## src/rtl/aud_rx_pkg.sv

```systemverilog
package aud_rx_pkg;

    localparam int AUD_SAMPLE_W = 24;
    localparam int AUD_SLOT_BITS = 32;

    typedef enum logic [1:0] {
        FMT_I2S = 2'b00,
        FMT_LJ  = 2'b01,
        FMT_RJ  = 2'b10,
        FMT_DSP = 2'b11
    } fmt_e;

    typedef struct packed {
        logic stb;
        logic dat;
        logic lr;
    } bit_ev_t;

    function automatic int unsigned rj_bits(input logic [1:0] len, input int unsigned full);
        case (len)
            2'b01:   return full - 4;
            2'b10:   return full - 8;
            default: return full;
        endcase
    endfunction

    function automatic logic left_level(input fmt_e f);
        return (f == FMT_I2S) ? 1'b0 : 1'b1;
    endfunction

endpackage

```

## src/rtl/aud_rx_edge.sv

```systemverilog
module aud_rx_edge
    import aud_rx_pkg::*;
(
    input  logic    clk,
    input  logic    rst,
    input  logic    fall_mode,
    input  logic    bclk_in,
    input  logic    lrclk_in,
    input  logic    sdata_in,
    output bit_ev_t ev
);
    logic bclk_q;

    always_ff @(posedge clk) begin
        if (rst) bclk_q <= 1'b0;
        else     bclk_q <= bclk_in;
    end

    always_comb begin
        ev.stb = fall_mode ? (bclk_q & ~bclk_in) : (~bclk_q & bclk_in);
        ev.dat = sdata_in;
        ev.lr  = lrclk_in;
    end

    // Two strobes can never fall on adjacent clocks: the bit clock must toggle twice.
    p_strobe_spaced_r3: assert property (@(posedge clk) disable iff (rst)
        ev.stb |=> !ev.stb);

endmodule

```

## src/rtl/aud_rx_frame.sv

```systemverilog
module aud_rx_frame
    import aud_rx_pkg::*;
#(
    parameter int CNT_W = 6
)(
    input  logic             clk,
    input  logic             rst,
    input  fmt_e             fmt,
    input  bit_ev_t          ev,
    output logic             half_start,
    output logic             data_stb,
    output logic [CNT_W-1:0] data_idx,
    output logic             commit,
    output logic             commit_left
);
    localparam logic [CNT_W-1:0] CNT_MAX = '1;
    localparam logic [CNT_W-1:0] CNT_ONE = {{(CNT_W-1){1'b0}}, 1'b1};

    logic             lr_prev;
    logic             primed;
    logic             started;
    logic             chan_left;
    logic [CNT_W-1:0] cnt;
    logic [CNT_W-1:0] cnt_inc;
    logic             is_dsp;
    logic             new_left;

    always_comb begin
        is_dsp  = (fmt == FMT_DSP);
        cnt_inc = (cnt == CNT_MAX) ? cnt : cnt + CNT_ONE;
        if (is_dsp) begin
            half_start = ev.stb && ev.lr && !lr_prev;
            data_stb   = ev.stb && !ev.lr && started;
            data_idx   = cnt;
            new_left   = started ? !chan_left : 1'b1;
        end else begin
            half_start = ev.stb && primed && (ev.lr != lr_prev);
            data_stb   = ev.stb && (started || half_start);
            data_idx   = half_start ? '0 : cnt;
            new_left   = (ev.lr == left_level(fmt));
        end
        commit      = half_start && started;
        commit_left = chan_left;
    end

    always_ff @(posedge clk) begin
        if (rst) begin
            lr_prev   <= 1'b0;
            primed    <= 1'b0;
            started   <= 1'b0;
            chan_left <= 1'b0;
            cnt       <= '0;
        end else if (ev.stb) begin
            lr_prev <= ev.lr;
            primed  <= 1'b1;
            if (half_start) begin
                started   <= 1'b1;
                chan_left <= new_left;
                cnt       <= is_dsp ? '0 : CNT_ONE;
            end else if (!is_dsp || !ev.lr) begin
                cnt <= cnt_inc;
            end
        end
    end

    p_dsp_alternate_r7: assert property (@(posedge clk) disable iff (rst)
        (is_dsp && half_start && started) |=> (chan_left != $past(chan_left)));

    p_idx_saturates_r8: assert property (@(posedge clk) disable iff (rst)
        (ev.stb && !half_start && !is_dsp && cnt == CNT_MAX) |=> (cnt == CNT_MAX));

endmodule

```

## src/rtl/aud_rx_shift.sv

```systemverilog
module aud_rx_shift
    import aud_rx_pkg::*;
#(
    parameter int SAMPLE_W  = 24,
    parameter int SLOT_BITS = 32,
    parameter int CNT_W     = 6
)(
    input  logic                clk,
    input  logic                rst,
    input  fmt_e                fmt,
    input  logic [1:0]          rj_len,
    input  logic                half_start,
    input  logic                data_stb,
    input  logic [CNT_W-1:0]    data_idx,
    input  logic                data_bit,
    output logic [SAMPLE_W-1:0] acc
);
    localparam int KW = CNT_W + 2;

    logic [KW-1:0]       offset;
    logic [KW-1:0]       lim;
    logic [KW-1:0]       idx_w;
    logic [KW-1:0]       k;
    logic                accept;
    logic [SAMPLE_W-1:0] acc_nxt;

    always_comb begin
        case (fmt)
            FMT_I2S: begin
                offset = KW'(1);
                lim    = KW'(SAMPLE_W);
            end
            FMT_RJ: begin
                offset = KW'(SLOT_BITS - int'(rj_bits(rj_len, SAMPLE_W)));
                lim    = KW'(rj_bits(rj_len, SAMPLE_W));
            end
            default: begin
                offset = '0;
                lim    = KW'(SAMPLE_W);
            end
        endcase
        idx_w  = {2'b00, data_idx};
        k      = idx_w - offset;
        accept = data_stb && (idx_w >= offset) && (k < lim);
        acc_nxt = half_start ? '0 : acc;
        for (int i = 0; i < SAMPLE_W; i++) begin
            if (accept && (k == KW'(SAMPLE_W - 1 - i))) acc_nxt[i] = data_bit;
        end
    end

    always_ff @(posedge clk) begin
        if (rst) acc <= '0;
        else     acc <= acc_nxt;
    end

    p_rj16_low_zero_r9: assert property (@(posedge clk) disable iff (rst)
        (fmt == FMT_RJ && rj_len == 2'b10) |-> (acc[SAMPLE_W-17:0] == '0));

    p_rj_lead_ignored_r6: assert property (@(posedge clk) disable iff (rst)
        (fmt == FMT_RJ && data_stb && !half_start && idx_w < offset) |=> $stable(acc));

endmodule

```

## src/rtl/aud_rx_out.sv

```systemverilog
module aud_rx_out #(
    parameter int SAMPLE_W = 24
)(
    input  logic                clk,
    input  logic                rst,
    input  logic                commit,
    input  logic                commit_left,
    input  logic [SAMPLE_W-1:0] word,
    output logic [SAMPLE_W-1:0] left_out,
    output logic [SAMPLE_W-1:0] right_out,
    output logic                valid_out
);
    logic [SAMPLE_W-1:0] left_hold;
    logic                left_ok;

    always_ff @(posedge clk) begin
        if (rst) begin
            left_hold <= '0;
            left_ok   <= 1'b0;
            left_out  <= '0;
            right_out <= '0;
            valid_out <= 1'b0;
        end else begin
            valid_out <= 1'b0;
            if (commit) begin
                if (commit_left) begin
                    left_hold <= word;
                    left_ok   <= 1'b1;
                end else if (left_ok) begin
                    left_out  <= left_hold;
                    right_out <= word;
                    valid_out <= 1'b1;
                    left_ok   <= 1'b0;
                end
            end
        end
    end

    p_valid_single_r10: assert property (@(posedge clk) disable iff (rst)
        valid_out |=> !valid_out);

    p_left_only_on_valid_r10: assert property (@(posedge clk) disable iff (rst)
        (left_out != $past(left_out)) |-> valid_out);

    p_right_only_on_valid_r10: assert property (@(posedge clk) disable iff (rst)
        (right_out != $past(right_out)) |-> valid_out);

endmodule

```

## src/rtl/aud_rx_top.sv

```systemverilog
module aud_rx_top
    import aud_rx_pkg::*;
#(
    parameter int SAMPLE_W  = AUD_SAMPLE_W,
    parameter int SLOT_BITS = AUD_SLOT_BITS
)(
    input  logic                clk,
    input  logic                rst,
    input  logic [1:0]          fmt_sel,
    input  logic [1:0]          rj_len,
    input  logic                bclk_in,
    input  logic                lrclk_in,
    input  logic                sdata_in,
    output logic [SAMPLE_W-1:0] left_out,
    output logic [SAMPLE_W-1:0] right_out,
    output logic                valid_out
);
    localparam int CNT_W = $clog2(2 * SLOT_BITS);

    fmt_e             fmt;
    bit_ev_t          ev;
    logic             half_start;
    logic             data_stb;
    logic [CNT_W-1:0] data_idx;
    logic             commit;
    logic             commit_left;
    logic [SAMPLE_W-1:0] acc;

    assign fmt = fmt_e'(fmt_sel);

    aud_rx_edge u_edge (
        .clk      (clk),
        .rst      (rst),
        .fall_mode(fmt == FMT_DSP),
        .bclk_in  (bclk_in),
        .lrclk_in (lrclk_in),
        .sdata_in (sdata_in),
        .ev       (ev)
    );

    aud_rx_frame #(.CNT_W(CNT_W)) u_frame (
        .clk        (clk),
        .rst        (rst),
        .fmt        (fmt),
        .ev         (ev),
        .half_start (half_start),
        .data_stb   (data_stb),
        .data_idx   (data_idx),
        .commit     (commit),
        .commit_left(commit_left)
    );

    aud_rx_shift #(.SAMPLE_W(SAMPLE_W), .SLOT_BITS(SLOT_BITS), .CNT_W(CNT_W)) u_shift (
        .clk       (clk),
        .rst       (rst),
        .fmt       (fmt),
        .rj_len    (rj_len),
        .half_start(half_start),
        .data_stb  (data_stb),
        .data_idx  (data_idx),
        .data_bit  (ev.dat),
        .acc       (acc)
    );

    aud_rx_out #(.SAMPLE_W(SAMPLE_W)) u_out (
        .clk        (clk),
        .rst        (rst),
        .commit     (commit),
        .commit_left(commit_left),
        .word       (acc),
        .left_out   (left_out),
        .right_out  (right_out),
        .valid_out  (valid_out)
    );

    p_valid_from_commit_r10: assert property (@(posedge clk) disable iff (rst)
        valid_out |-> ($past(commit) && !$past(commit_left)));

endmodule

```

## config.mk

```make
export PLATFORM = sky130hd
export DESIGN_NAME = aud_rx_top
export DESIGN_NICKNAME = d
export VERILOG_FILES = /design/src/rtl/aud_rx_pkg.sv /design/src/rtl/aud_rx_edge.sv /design/src/rtl/aud_rx_frame.sv /design/src/rtl/aud_rx_shift.sv /design/src/rtl/aud_rx_out.sv /design/src/rtl/aud_rx_top.sv
export SDC_FILE = /design/constraint.sdc
export NUM_CORES = 1
export LEC_CHECK = 0
export BUFFER_PORTS_ARGS = -buffer_cell sky130_fd_sc_hd__buf_4
export CAP_MARGIN = 20
export CELL_PAD_IN_SITES_DETAIL_PLACEMENT = 0
export CELL_PAD_IN_SITES_GLOBAL_PLACEMENT = 2
export CORE_MARGIN = 2
export CORE_UTILIZATION = 34
export CTS_CLUSTER_DIAMETER = 30
export DETAILED_ROUTE_END_ITERATION = 10
export PLACE_DENSITY = 0.82
export SLEW_MARGIN = 5
export SYNTH_ARGS = -nofsm -noshare
export SYNTH_HDL_FRONTEND = slang
export SYNTH_HIERARCHICAL = 1
export SYNTH_SLANG_ARGS = --single-unit
```

## constraint.sdc

```tcl
create_clock -name clk -period 3 [get_ports clk]
set_input_delay 0.3 -clock clk [delete_from_list [all_inputs] [get_ports clk]]
set_output_delay 0.3 -clock clk [all_outputs]
set_load 0.01 [all_outputs]
```

---- Word level (Yosys, flattened, before mapping) ----
Cells that the tools add are included.
word-level totals
  bits in registers ....................... 109
  latch bits .............................. 0
  RAM bits ................................ 0
  bits in read-only memories .............. 0
  input bits .............................. 9
  output and inout port bits .............. 49
  word-level logic and storage cells ...... 192
  memories kept ........................... 0
cells by class
  add/subtract/negate cells ............... 3
  $mul .................................... 0
  divide/modulo/power cells ............... 0
  $lt $le $gt $ge ......................... 2
  eq/ne operators ......................... 31
  shift operators ......................... 0
  muxes and demuxes ....................... 43
  bitwise gates (word level) .............. 6
  reduce and logical (&&, ||, !) cells .... 72
operators with widths
  operator                                                           number
  8-bit by 4-bit == test with 1-bit output, second input constant    8
  8-bit by 5-bit == test with 1-bit output, second input constant    8
  2-bit nonzero test                                                 25
  1-bit logical AND                                                  34
  1-bit 2-to-1 mux                                                   33
  8-bit by 3-bit == test with 1-bit output, second input constant    4
  6-bit 2-to-1 mux                                                   5
  24-bit 2-to-1 mux                                                  1
  8-bit by 2-bit == test with 1-bit output, second input constant    2
  8-bit 2-to-1 mux                                                   2
  8-bit one-hot mux with 2 select lines                              1
  8-bit by 1-bit == test with 1-bit output, second input constant    1
  6-bit by 8-bit >= comparator with 1-bit output                     1
  8-bit zero test                                                    1
  8-bit less-than comparator                                         1
  4-bit one-hot mux with 2 select lines                              1
  6-bit by 8-bit subtractor with 8-bit output                        1
  7-bit by 8-bit subtractor with 8-bit output, first input constant  1
  6-bit by 1-bit adder with 6-bit output, second input constant      1
  2-bit == test, second input constant                               3
  6-bit == test, second input constant                               1
  3-bit AND reduction                                                2
  1-bit zero test                                                    4
  1-bit NOT                                                          4
  other kinds (9)                                                    12

---- Depth between registers and ports, before layout ----
Gate-level depths: netlist of the first run.
  depth after elaboration ................. 12
  gate-level depth with buffers ........... 17
  gate-level depth less buffers ........... 15

---- Hierarchy ----
Netlist of the first run, hierarchy kept.
modules (own cells, without submodules)
  module        instances  cells an instance  area each (um2)  seq. area each (um2)
  aud_rx_out    1          323                3209.3           1481.4
  aud_rx_shift  1          158                1605.3           480.5
  aud_rx_frame  1          71                 648.1            200.2
  aud_rx_edge   1          7                  63.8             20.0
  aud_rx_top    1          1                  6.3              0.0

---- Worst setup path before layout of the first run ----
No wires, ideal clock.
  kind .................................... input to register
  from .................................... input port fmt_sel[0]
  to ...................................... register u_shift.acc[0]
  setup time .............................. 73 ps
  data arrival time ....................... 3024 ps
  slack ................................... -97 ps
  stages .................................. 14
  path buffers ............................ 2
  cells stage by stage .................... and2_1 o22ai_2 buf_2 and4_4 and2b_1 ha_1 buf_6 a21oi_2 xnor2_1 ha_1 o21ai_1 o211ai_2 nor4_1 mux2i_1
RTL lines
  item                    line                RTL
  start: declaration      aud_rx_top.sv:9     input logic [1:0] fmt_sel,
  end signal: assignment  aud_rx_shift.sv:53  else acc <= acc_nxt;
  end: declaration        aud_rx_shift.sv:16  output logic [SAMPLE_W-1:0] acc

==> results.md, run 1 <==
| Step | Quantity | This run |
|:---|:---|:---|
| detailed routing | Drt drc | 0 |
| logic synthesis | Number of flip-flops and latches in the synthesized netlist | 109 |
| detailed routing | Number of vias per cell after detailed routing | 4.98 |
| detailed routing | Metal-1 WL | 6060 um |
| global route | Leftover overflow at the end of global routing | 0 |
| logic synthesis | Nets in the synthesized netlist | 578 |
| timing | Worst slew slack as a fraction of its limit | 0.266 |
| clock network | TritonCTS Sinks | 109 |
| floorplanning | Area of the die | 17,300 sq um |
| logic synthesis | Library cell occupying the most area in the post-synthesis netlist | dfxtp_1 |
| global route | Pin count of the biggest net entering global routing | 131 |
| global route | First-pass GRT wire length | 20,700 um |
| power | Power Dens Cells | 430 nW/um^2 |
| setup path | Launching element type of the critical path | register |
| power | Design internal power | 2.27 mW |
| logic synthesis | YS warnings | 6 |
| detailed routing | Antenna viol nets, final | 0 |
| timing | Worst clock skew | 0.0100 ns |
| setup path | Arrival time worst endpoint | 3.15 ns |
| logic synthesis | Avg Synthesized Cell Area | 9.88 sq um |
| clock network | Clock root buffer | clkbuf_16 |
| logic synthesis | Top area cells in the synthesized netlist | dfxtp_1, nand2b_1, mux2i_1 |
| detailed routing | Routed via count | 4,242 |
| power | Power dissipated by switching net loads | 0.769 mW |
| clock network | H-tree level count | 3 |
| layout | Signed area change from the synthesized netlist to the final layout | 27.4% |
| logic synthesis | Number of different library cells in the post-synthesis netlist | 66 |
| global route | Number of global-route vias before repair | 4,123 |
| timing | Setup-failing EPs final | 0 |
| layout | Fraction of layout instances using a drive strength above 1 | 0.349 |
| detailed routing | Aggregate routed wire length | 12,700 um |
| global route | Total global routing track utilization | 0.145 |
| placement | Detail Placement HPWL | 8240 um |
| power | Proportion of power drawn by combinational gates | 0.126 |
| layout | Ant. Diodes | 0 |
| floorplanning | Total core area | 15,900 sq um |
| logic synthesis | Most instantiated flip-flop cell in the synthesis netlist | dfxtp_1 |
| placement | Final Wtd Congestion | 0.782 |
| timing | Maximum achievable frequency | 0.339 GHz |
| detailed routing | Routed length per placed instance | 14.9 um |
| placement | Setup Slack @ Placement | -0.443 ns |
| logic synthesis | Cell area after synthesis | 5530 sq um |
| status | Status | finished clean |
| power | Sequential power share | 0.480 |
| timing | Post-route setup slack | 0.0481 ns |
| clock network | TritonCTS clock tree | built |
| clock network | Clock input transition at the sequential cells of the worst setup and hold paths | 0.07 ns |
| floorplanning | Total number of placement rows | 46 |
| timing | Worst Max-Slew Pin Slew | 1.10 ns |
| power | Sum of internal, switching and leakage power | 3.03 mW |
| setup path | Setup CP Type | register to register |
| logic synthesis | Most common library cells after synthesis | dfxtp_1, nand2b_1, mux2i_1 |
| timing | Number of slew-limit violations in the final report | 0 |
| timing | Setup repair after global routing missed its margin | true |
| logic synthesis | Cells after synthesis | 560 |
| run | Reported max-cap violation count | 0 |
| detailed routing | Met3 Routed Length | 357 um |
| setup path | Crit. End Element | register |
| timing | Fin crit share | 0.984 |
| detailed routing | Top Layer Used | met4 |
| clock network | Number of CTS-inserted buffers | 9 |
| detailed routing | Wire length on met2 | 5980 um |
| layout | Number of nets in the layout | 649 |
| placement | IO buf count | 57 |
| timing | Period minus WS final | 2.95 ns |
| floorplanning | Initial Utilization | 0.348 |
| clock network | Number of buffers inserted for hold repair after clock tree synthesis | 0 |
| logic synthesis | Async set-or-reset flop fraction in the synthesized netlist | 0 |
| global route | Initial antenna violation count | 0 |
| power | Static leakage | 2.44 nW |
| floorplanning | Ports placed on the boundary | 58 |
| logic synthesis | Cell with the most instances after synthesis | dfxtp_1 |
| detailed routing | DR iter-0 viols | 252 |
| worst hold path | Worst hold-check path type | input pin to register |
| floorplanning | Chip Width | 132 um |
| power | Worst IR drop on VDD | 0.287 mV |
| clock network | Maximum number of buffers from clock root to sink | 2 |
| power | Clock network fraction of design power | 0.394 |
| clock network | Insertion delay of the later-clocked pin in the worst-skew pair | 0.35 ns |
| power | Sw Share | 0.253 |
| floorplanning | Y dimension of the die | 132 um |
| logic synthesis | Share of the synthesized area in the top cell type | 0.394 |
| timing | Hold violation count in the final report | 0 |
| logic synthesis | Share of synthesized area occupied by flip-flops and latches | 0.394 |
| logic synthesis | Number of synthesized flops with an enable pin | 0 |
| setup path | Critical-path maximum fanout | 7 |
| detailed routing | Length of the first detailed-routing pass in iterations | 4 |
| setup path | CP Data Required Time | 3.19 ns |
## metrics by stage
stage	cells	utilization	cell area (sq um)	setup TNS, ns	hold WS (ns)
global route	852	0.444	7050	-0.629	0.207
finish	852	0.444	7050	0	0.214
CTS	838	0.416	6610	0	0.182
detailed placement	819	0.392	6230	-5.80	0.465
floorplan	560	-	5570	0	0.372
global placement	819	0.392	6230	-4.63	0.461
## routing by layer
metal | global-route usage | vias up
met5 | 0 | -
met4 | 0.0628 | 0
met3 | 0.0313 | 19
met2 | 0.233 | 58
met1 | 0.187 | 2014
li1 | - | 2151
## what timing repair did
action / CTS / global route
cloned: 1 / 1
hold endpoints to repair: 0 / 0
resized for setup: 11 / 44
pin swaps: 4 / 18
setup endpoints to repair: 18 / 24
setup buffers: 2 / 13
## cells in the final DEF (no fill, tap or decap), drive strengths merged, types with 3 or more instances in the layout
| master | n |
|---|---|
| a21bo | 24 |
| a21o | 3 |
| a21oi | 35 |
| and2b | 7 |
| buf | 107 |
| clkbuf | 9 |
| dfxtp | 109 |
| ha | 9 |
| inv | 8 |
| mux2i | 58 |
| nand2 | 18 |
| nand2b | 103 |
| nand3 | 32 |
| nand4 | 3 |
| nor2 | 14 |
| nor2b | 7 |
| nor3 | 4 |
| nor4 | 4 |
| o211ai | 3 |
| o21ai | 6 |
| o311ai | 18 |
| o41ai | 18 |
| or2 | 3 |
| or3 | 4 |
| xor2 | 3 |
## path summary, 6_finish.rpt
| kind | from | endpoint | slack (ns) | cells past startpoint |
|---|---|---|---|---|
| worst min register to register | u_out/left_hold[6]$_SDFFE_PP0P_ | u_out/left_out[6]$_SDFFE_PP0P_ | 0.47 | 2 |
| worst max register to register | u_edge/bclk_q$_SDFF_PP0_ | u_shift/acc[14]$_SDFFE_PP0P_ | 0.05 | 12 |
| worst max-delay path | u_edge/bclk_q$_SDFF_PP0_ | u_shift/acc[14]$_SDFFE_PP0P_ | 0.05 | 12 |
| worst min-delay path | bclk_in | u_edge/bclk_q$_SDFF_PP0_ | 0.21 | 2 |
## power by group through the flow
stage               combinational, mW  clock (mW)  sequential [mW]
global placement                0.267           0             1.49
global route                    0.411        1.31             1.46
detailed placement              0.275           0             1.49
finish                          0.382        1.19             1.46
CTS                             0.291        1.24             1.46
floorplan                       0.212           0             1.49
## sequential cells by signal (all words and copies together), names as in the netlist, 6 cells and up
signal	count
u_out/right_out	24
u_shift/acc	24
u_out/left_out	24
u_out/left_hold	24
u_frame/cnt	6
## cell families (layout without fill, tap and decap cells)
logic type,count (synthesis),after routing,synth area share
AOI/OAI and AO/OA,115,117,0.178
xor gates and xnor gates,5,5,0.00927
adders and majority gates,9,9,0.0204
buffers and inverters,55,129,0.0611
DFF,109,109,0.394
muxes,58,58,0.105
and+or+nand+nor,209,209,0.232
## worst max-delay path, stage by stage (launching register included)
cell and delay (ns):
dfxtp_2 0.32, nand2b_4 0.13, o22ai_2 0.17, and4_4 0.30, and2b_1 0.22, ha_4 0.30
a21oi_1 0.07, or3b_2 0.47, nand4_4 0.18, nand2b_4 0.08, buf_4 0.17, o311ai_2 0.26
o41ai_2 0.13
## area by class of cell
| cell class | instances | area, sq um |
|---|---|---|
| Fill cell | 1558 | 8830 |
| Multi-Input combinational cell | 398 | 3450 |
| Sequential cell | 109 | 2180 |
| Timing Repair Buffer | 107 | 828 |
| Tap cell | 216 | 270 |
| Clock buffer | 9 | 225 |
| Clock inverter | 7 | 72.6 |
| Inverter | 6 | 22.5 |
Power figures use the tool's default switching activity.
==> run 2, diff against run 1 <==
CORE_MARGIN = unset   (was 2)
==> results.md, run 2 (synthesized netlist as in run 1, its figures left out) <==
| Step | Quantity | This run |
|:---|:---|:---|
| global route | Number of global-route vias before repair | 4,159 |
| detailed routing | Antenna viol nets, final | 0 |
| placement | IO buf count | 57 |
| clock network | TritonCTS Sinks | 109 |
| layout | Post-layout util | 0.436 |
| global route | Leftover overflow at the end of global routing | 0 |
| timing | Number of slew-limit violations in the final report | 0 |
| detailed routing | Length of the first detailed-routing pass in iterations | 4 |
| setup path | Setup CP Type | register to register |
| setup path | Crit. End Element | register |
| floorplanning | Ports placed on the boundary | 58 |
| placement | Placed cell count | 822 |
| worst hold path | Number of stages on the worst hold path | 2 |
| layout | Fraction of layout instances using a drive strength above 1 | 0.336 |
| layout | Number of nets in the layout | 641 |
| detailed routing | DR iter-0 viols | 218 |
| power | Power Dens Cells | 427 nW/um^2 |
| setup path | Capturing point of the worst reg2reg path | u_shift/acc[12]$_SDFFE_PP0P_ |
| detailed routing | Number of vias per cell after detailed routing | 4.97 |
| layout | Ant. Diodes | 0 |
| timing | Setup-failing EPs final | 0 |
| timing | Hold violation count in the final report | 0 |
| clock network | H-tree level count | 3 |
| global route | Total global routing track utilization | 0.156 |
| placement | Setup Slack @ Placement | -0.464 ns |
| floorplanning | Chip Width | 130 um |
| floorplanning | Total number of placement rows | 46 |
| layout | Count of non-filler cells in the finished layout | 844 |
| floorplanning | Total core area | 15,900 sq um |
| detailed routing | Routed length per placed instance | 15.0 um |
| layout | Most frequent standard cell in the layout excluding fill and tap cells | dfxtp_1 |
| power | Static leakage | 2.40 nW |
| worst hold path | Worst hold path startpoint | bclk_in |
| setup path | Arrival time worst endpoint | 3.12 ns |
| clock network | Maximum number of buffers from clock root to sink | 2 |
| timing | Post-route setup slack | 0.0734 ns |
| clock network | Clock root buffer | clkbuf_16 |
| run | Reported max-cap violation count | 0 |
| clock network | Insertion delay of the later-clocked pin in the worst-skew pair | 0.36 ns |
| status | Status | finished clean |
| global route | First-pass GRT wire length | 20,500 um |
| placement | Post-place instance area | 6260 sq um |
| layout | Sequential cell area | 2180 sq um |
| timing | Worst Max-Slew Pin Slew | 1.02 ns |
| detailed routing | Drt drc | 0 |
| detailed routing | Aggregate routed wire length | 12,700 um |
| clock network | Number of CTS-inserted buffers | 9 |
| timing | Period minus WS final | 2.93 ns |
| worst hold path | Worst hold-check path type | input pin to register |
| layout | Layout filler cell count | 1,540 |
| setup path | Origin of the critical flop-to-flop path | u_edge/bclk_q$_SDFF_PP0_ |
| clock network | Clock input transition at the sequential cells of the worst setup and hold paths | 0.07 ns |
| timing | Worst slew slack as a fraction of its limit | 0.321 |
| timing | Worst clock skew | 0.00923 ns |
| timing | Maximum achievable frequency | 0.342 GHz |
| layout | Commonest cells after routing, fill and taps aside | dfxtp_1, nand2b_1, buf_4 |
| setup path | Slack of the worst reg-to-reg path | 0.07 ns |
| layout | Area of the multi-input gates | 3370 sq um |
| timing | Setup repair after global routing missed its margin | true |
| setup path | Worst r2r path cells | 12 |
| layout | Signed area change from the synthesized netlist to the final layout | 25.2% |
| global route | Initial antenna violation count | 0 |
| worst hold path | Hold Path Sink | u_edge/bclk_q$_SDFF_PP0_ |
| timing | Fin crit share | 0.976 |
| floorplanning | Area of the die | 16,800 sq um |
| placement | Final Wtd Congestion | 0.740 |
| power | Sum of internal, switching and leakage power | 2.96 mW |
| global route | Pin count of the biggest net entering global routing | 96 |
| setup path | CP Data Required Time | 3.20 ns |
| clock network | TritonCTS clock tree | built |
| layout | Post-Layout Inst Area | 6930 sq um |
| setup path | Critical-path maximum fanout | 16 |
| power | Worst IR drop on VDD | 0.273 mV |
| detailed routing | Routed via count | 4,196 |
| setup path | Launching element type of the critical path | register |
| placement | Detail Placement HPWL | 8310 um |
| floorplanning | Y dimension of the die | 130 um |
| setup path | Launch point of the worst path | u_edge/bclk_q$_SDFF_PP0_ |
| floorplanning | Initial Utilization | 0.348 |
## run 2: changes by cell type in the layout (fill, tap and decap cells not counted), moves of 3 or more
| cell | before | now |
|---|---|---|
| buf_4 | 105 | 96 |
| o311ai_1 | 3 | 6 |
| nor4_4 | 3 | 0 |
| nor4_2 | 1 | 4 |
## run 2: timing repair
| action | in CTS | in global routing |
|---|---|---|
| pin swaps | 1 | 6 |
| setup endpoints to repair | 19 | 24 |
| setup buffers | 2 | 3 |
| resized for setup | 7 | 40 |
| gates cloned | 0 | 1 |
| hold buffers | 0 | 0 |
## run 2: area by class of cell
| class | instances | area share |
|---|---|---|
| clock buffer | 9 | 0.0325 |
| clock inverter | 7 | 0.00795 |
| inverter | 6 | 0.00325 |
| multi-input combinational | 397 | 0.486 |
| sequential | 109 | 0.315 |
| tap | 216 | 0.0390 |
| timing repair buffer | 100 | 0.116 |
## run 2: power by group
part           total [mW]  switching (mW)  internal [mW]  leakage (nW)
Sequential           1.46         0.00782           1.45         0.879
Clock                1.14           0.569          0.572         0.133
Combinational       0.358           0.204          0.154          1.38
## run 2: through the flow
step / TNS [ns] / hold WS, ns
after CTS: -0.0471 / 0.188
after global routing: -0.306 / 0.225
final: 0 / 0.213
after global placement: -3.83 / 0.456
after floorplan: 0 / 0.372
after detailed placement: -6.28 / 0.462
## run 2: worst max-delay path by stage
stage / slack (ns) / to / depth (start not counted)
after global placement: -0.28 / u_shift/acc[11]$_SDFFE_PP0P_ / 11
after CTS: -0.02 / u_shift/acc[7]$_SDFFE_PP0P_ / 12
final: 0.07 / u_shift/acc[12]$_SDFFE_PP0P_ / 12
after floorplan: 0.002 / u_shift/acc[8]$_SDFFE_PP0P_ / 14
after detailed placement: -0.46 / u_shift/acc[12]$_SDFFE_PP0P_ / 11
after global routing: -0.04 / u_shift/acc[0]$_SDFFE_PP0P_ / 16
## run 2: critical path: stages, from the launching register on
cell and delay [ns]:
dfxtp_2 0.32, nand2b_4 0.13, o22ai_2 0.15, and4_4 0.28
and2b_1 0.22, ha_4 0.16, buf_4 0.16, or3_1 0.41
mux2i_2 0.24, a311oi_4 0.08, buf_12 0.17, o311ai_1 0.31
o41ai_1 0.14
## run 2: metal layers
metal | up-vias | part of all wire | GRT usage
met2 | 68 | 0.48 | 0.259
met5 | - | 0 | 0
met4 | 0 | 0.022 | 0.0766
li1 | 2115 | - | -
met3 | 20 | 0.028 | 0.0301
met1 | 1993 | 0.47 | 0.193
==> run 3, diff against run 2 <==
CORE_UTILIZATION = 38   (was 34)
PLACE_DENSITY = 0.86   (was 0.82)
clock period = 2.8 ns   (was 3 ns; I/O delays follow)
==> results.md, run 3 (synthesized netlist as in run 1, its figures left out) <==
| Step | Quantity | This run |
|:---|:---|:---|
| power | Static leakage | 2.61 nW |
| floorplanning | Total core area | 14,000 sq um |
| layout | Commonest cells after routing, fill and taps aside | buf_4, dfxtp_1, nand2b_1 |
| setup path | Buffers plus inverters on the worst setup path | 2 |
| clock network | Clock root buffer | clkbuf_16 |
| timing | Post-route setup slack | -0.156 ns |
| floorplanning | Initial Utilization | 0.394 |
| detailed routing | Number of vias per cell after detailed routing | 5.16 |
| setup path | Critical path, cell by cell | nand2b_4 > o22ai_2 > and4_4 > and2b_1 > ha_4 > buf_6 > or4b_1 > a21o_1 > nand4_4 > nand2b_4 > buf_4 > o41ai_2 |
| timing | Number of slew-limit violations in the final report | 0 |
| clock network | Insertion delay of the later-clocked pin in the worst-skew pair | 0.35 ns |
| detailed routing | Routed via count | 4,333 |
| timing | Setup-failing EPs final | 22 |
| timing | Period minus WS final | 2.96 ns |
| run | Reported max-cap violation count | 0 |
| placement | Post-place instance area | 6420 sq um |
| clock network | Clock input transition at the sequential cells of the worst setup and hold paths | 0.07 ns |
| layout | Post-layout util | 0.524 |
| worst hold path | Number of stages on the worst hold path | 2 |
| layout | Post-Layout Inst Area | 7360 sq um |
| setup path | Slowest stage delay, CP | 0.49 ns |
| layout | Ant. Diodes | 0 |
| clock network | TritonCTS clock tree | built |
| setup path | Crit. End Element | register |
| timing | Final-layout setup total negative slack | -2.00 ns |
| timing | Hold WS | 0.204 ns |
| timing | Maximum achievable frequency | 0.338 GHz |
| power | Power Dens Cells | 472 nW/um^2 |
| setup path | Cell at the slowest stage of the critical path | or4b_1 |
| clock network | H-tree level count | 3 |
| setup path | Launching element type of the critical path | register |
| setup path | Origin of the critical flop-to-flop path | u_edge/bclk_q$_SDFF_PP0_ |
| layout | Number of nets in the layout | 672 |
| detailed routing | Antenna viol nets, final | 0 |
| floorplanning | Chip Width | 123 um |
| placement | IO buf count | 57 |
| setup path | CP Data Required Time | 3.04 ns |
| global route | Pin count of the biggest net entering global routing | 98 |
| timing | Worst clock skew | 0.0102 ns |
| global route | Initial antenna violation count | 0 |
| setup path | Capturing point of the worst reg2reg path | u_shift/acc[22]$_SDFFE_PP0P_ |
| power | Sum of internal, switching and leakage power | 3.47 mW |
| detailed routing | Aggregate routed wire length | 12,800 um |
| status | Violated checks | setup timing |
| floorplanning | Area of the die | 15,000 sq um |
| detailed routing | DR iter-0 viols | 220 |
| floorplanning | Total number of placement rows | 43 |
| timing | Hold violation count in the final report | 0 |
| setup path | Slack of the worst reg-to-reg path | -0.16 ns |
| detailed routing | Length of the first detailed-routing pass in iterations | 4 |
| global route | Total global routing track utilization | 0.175 |
| global route | First-pass GRT wire length | 20,700 um |
| floorplanning | Ports placed on the boundary | 58 |
| placement | Final Wtd Congestion | 0.830 |
| clock network | Maximum number of buffers from clock root to sink | 2 |
| setup path | End point of the critical path | u_shift/acc[22]$_SDFFE_PP0P_ |
| global route | Leftover overflow at the end of global routing | 0 |
| timing | Worst slew slack as a fraction of its limit | 0.236 |
| floorplanning | Y dimension of the die | 123 um |
| power | Worst IR drop on VDD | 0.295 mV |
| setup path | Cell count along the critical path | 12 |
| setup path | Setup CP Type | register to register |
| setup path | Critical-path maximum fanout | 7 |
| timing | Setup repair after global routing missed its margin | true |
| layout | Most frequent standard cell in the layout excluding fill and tap cells | buf_4 |
| timing | Fin crit share | 1.06 |
| setup path | Cell occurring most often along the worst timing path | nand2b_4 |
| setup path | Arrival time worst endpoint | 3.20 ns |
| layout | Signed area change from the synthesized netlist to the final layout | 33.0% |
| placement | Detail Placement HPWL | 8390 um |
| layout | Fraction of layout instances using a drive strength above 1 | 0.385 |
| timing | Worst Max-Slew Pin Slew | 1.15 ns |
| global route | Number of global-route vias before repair | 4,149 |
| setup path | Cell family with most CP delay | simple AND/OR/NAND/NOR gates |
| worst hold path | Worst hold-check path type | input pin to register |
| detailed routing | Routed length per placed instance | 15.2 um |
| clock network | TritonCTS Sinks | 109 |
| clock network | Number of CTS-inserted buffers | 9 |
| detailed routing | Drt drc | 0 |
| status | Status | finished with violations |
| setup path | Launch point of the worst path | u_edge/bclk_q$_SDFF_PP0_ |
| setup path | Worst r2r path cells | 12 |
## run 3: changes by cell type in the layout (fill, tap and decap cells not counted), moves of 3 or more
cell / delta
o41ai_1: -5
buf_12: -3
buf_6: +5
o41ai_2: +5
buf_4: +27
bufinv_16: +3
ha_4: +3
o311ai_1: -6
o311ai_4: +8
## run 3: layout make-up
type,count,area (sq um)
fillers,1276,6690
multi-input cells,399,3590
flip-flops and latches,109,2180
repair buffers,129,1000
clock buffers,10,229
well taps,180,225
clock inverters,6,109
inverters,6,22.5
## run 3: per-stage QoR
step,instances,worst slack [ns]
after floorplan,560,-0.0920
after global placement,803,-0.401
after detailed placement,803,-0.552
after CTS,827,-0.145
after global routing,839,-0.284
final,839,-0.156
## run 3: per-layer routing
layer / vias up / GRT usage / share of wire
li1: 2192 / - / -
met1: 2076 / 0.224 / 0.48
met2: 53 / 0.295 / 0.49
met3: 12 / 0.0311 / 0.021
met4: 0 / 0.0602 / 0.014
met5: - / 0 / 0
## run 3: worst min-delay path by stage
stage / startpoint / to / slack [ns]
2_1_floorplan: rst / u_edge/bclk_q$_SDFF_PP0_ / 0.35
3_3_place_gp: u_out/left_hold[18]$_SDFFE_PP0P_ / u_out/left_out[18]$_SDFFE_PP0P_ / 0.46
3_5_place_dp: u_out/left_hold[19]$_SDFFE_PP0P_ / u_out/left_out[19]$_SDFFE_PP0P_ / 0.46
4_1_cts: bclk_in / u_edge/bclk_q$_SDFF_PP0_ / 0.20
5_1_grt: bclk_in / u_edge/bclk_q$_SDFF_PP0_ / 0.21
6_report: bclk_in / u_edge/bclk_q$_SDFF_PP0_ / 0.20
## run 3: where the power goes
part	switching (mW)	internal [mW]
Clock	0.567	0.875
Sequential	0.00451	1.56
Combinational	0.262	0.205
Total	0.834	2.64
## run 3: repair_timing
item | CTS | global route
hold buffers | 0 | 0
pin swaps | 7 | 19
cloned | 2 | 1
buffers inserted | 6 | 11
setup endpoints to repair | 24 | 24
gates resized for setup | 24 | 37
## run 3: worst reg2reg max path, cell delays in order (launching register included)
cell      delay [ns]
dfxtp_2         0.32
nand2b_4        0.13
o22ai_2         0.15
and4_4          0.27
and2b_1         0.22
ha_4            0.17
buf_6           0.11
or4b_1          0.49
a21o_1          0.19
nand4_4         0.19
nand2b_4        0.16
buf_4           0.20
o41ai_2         0.26
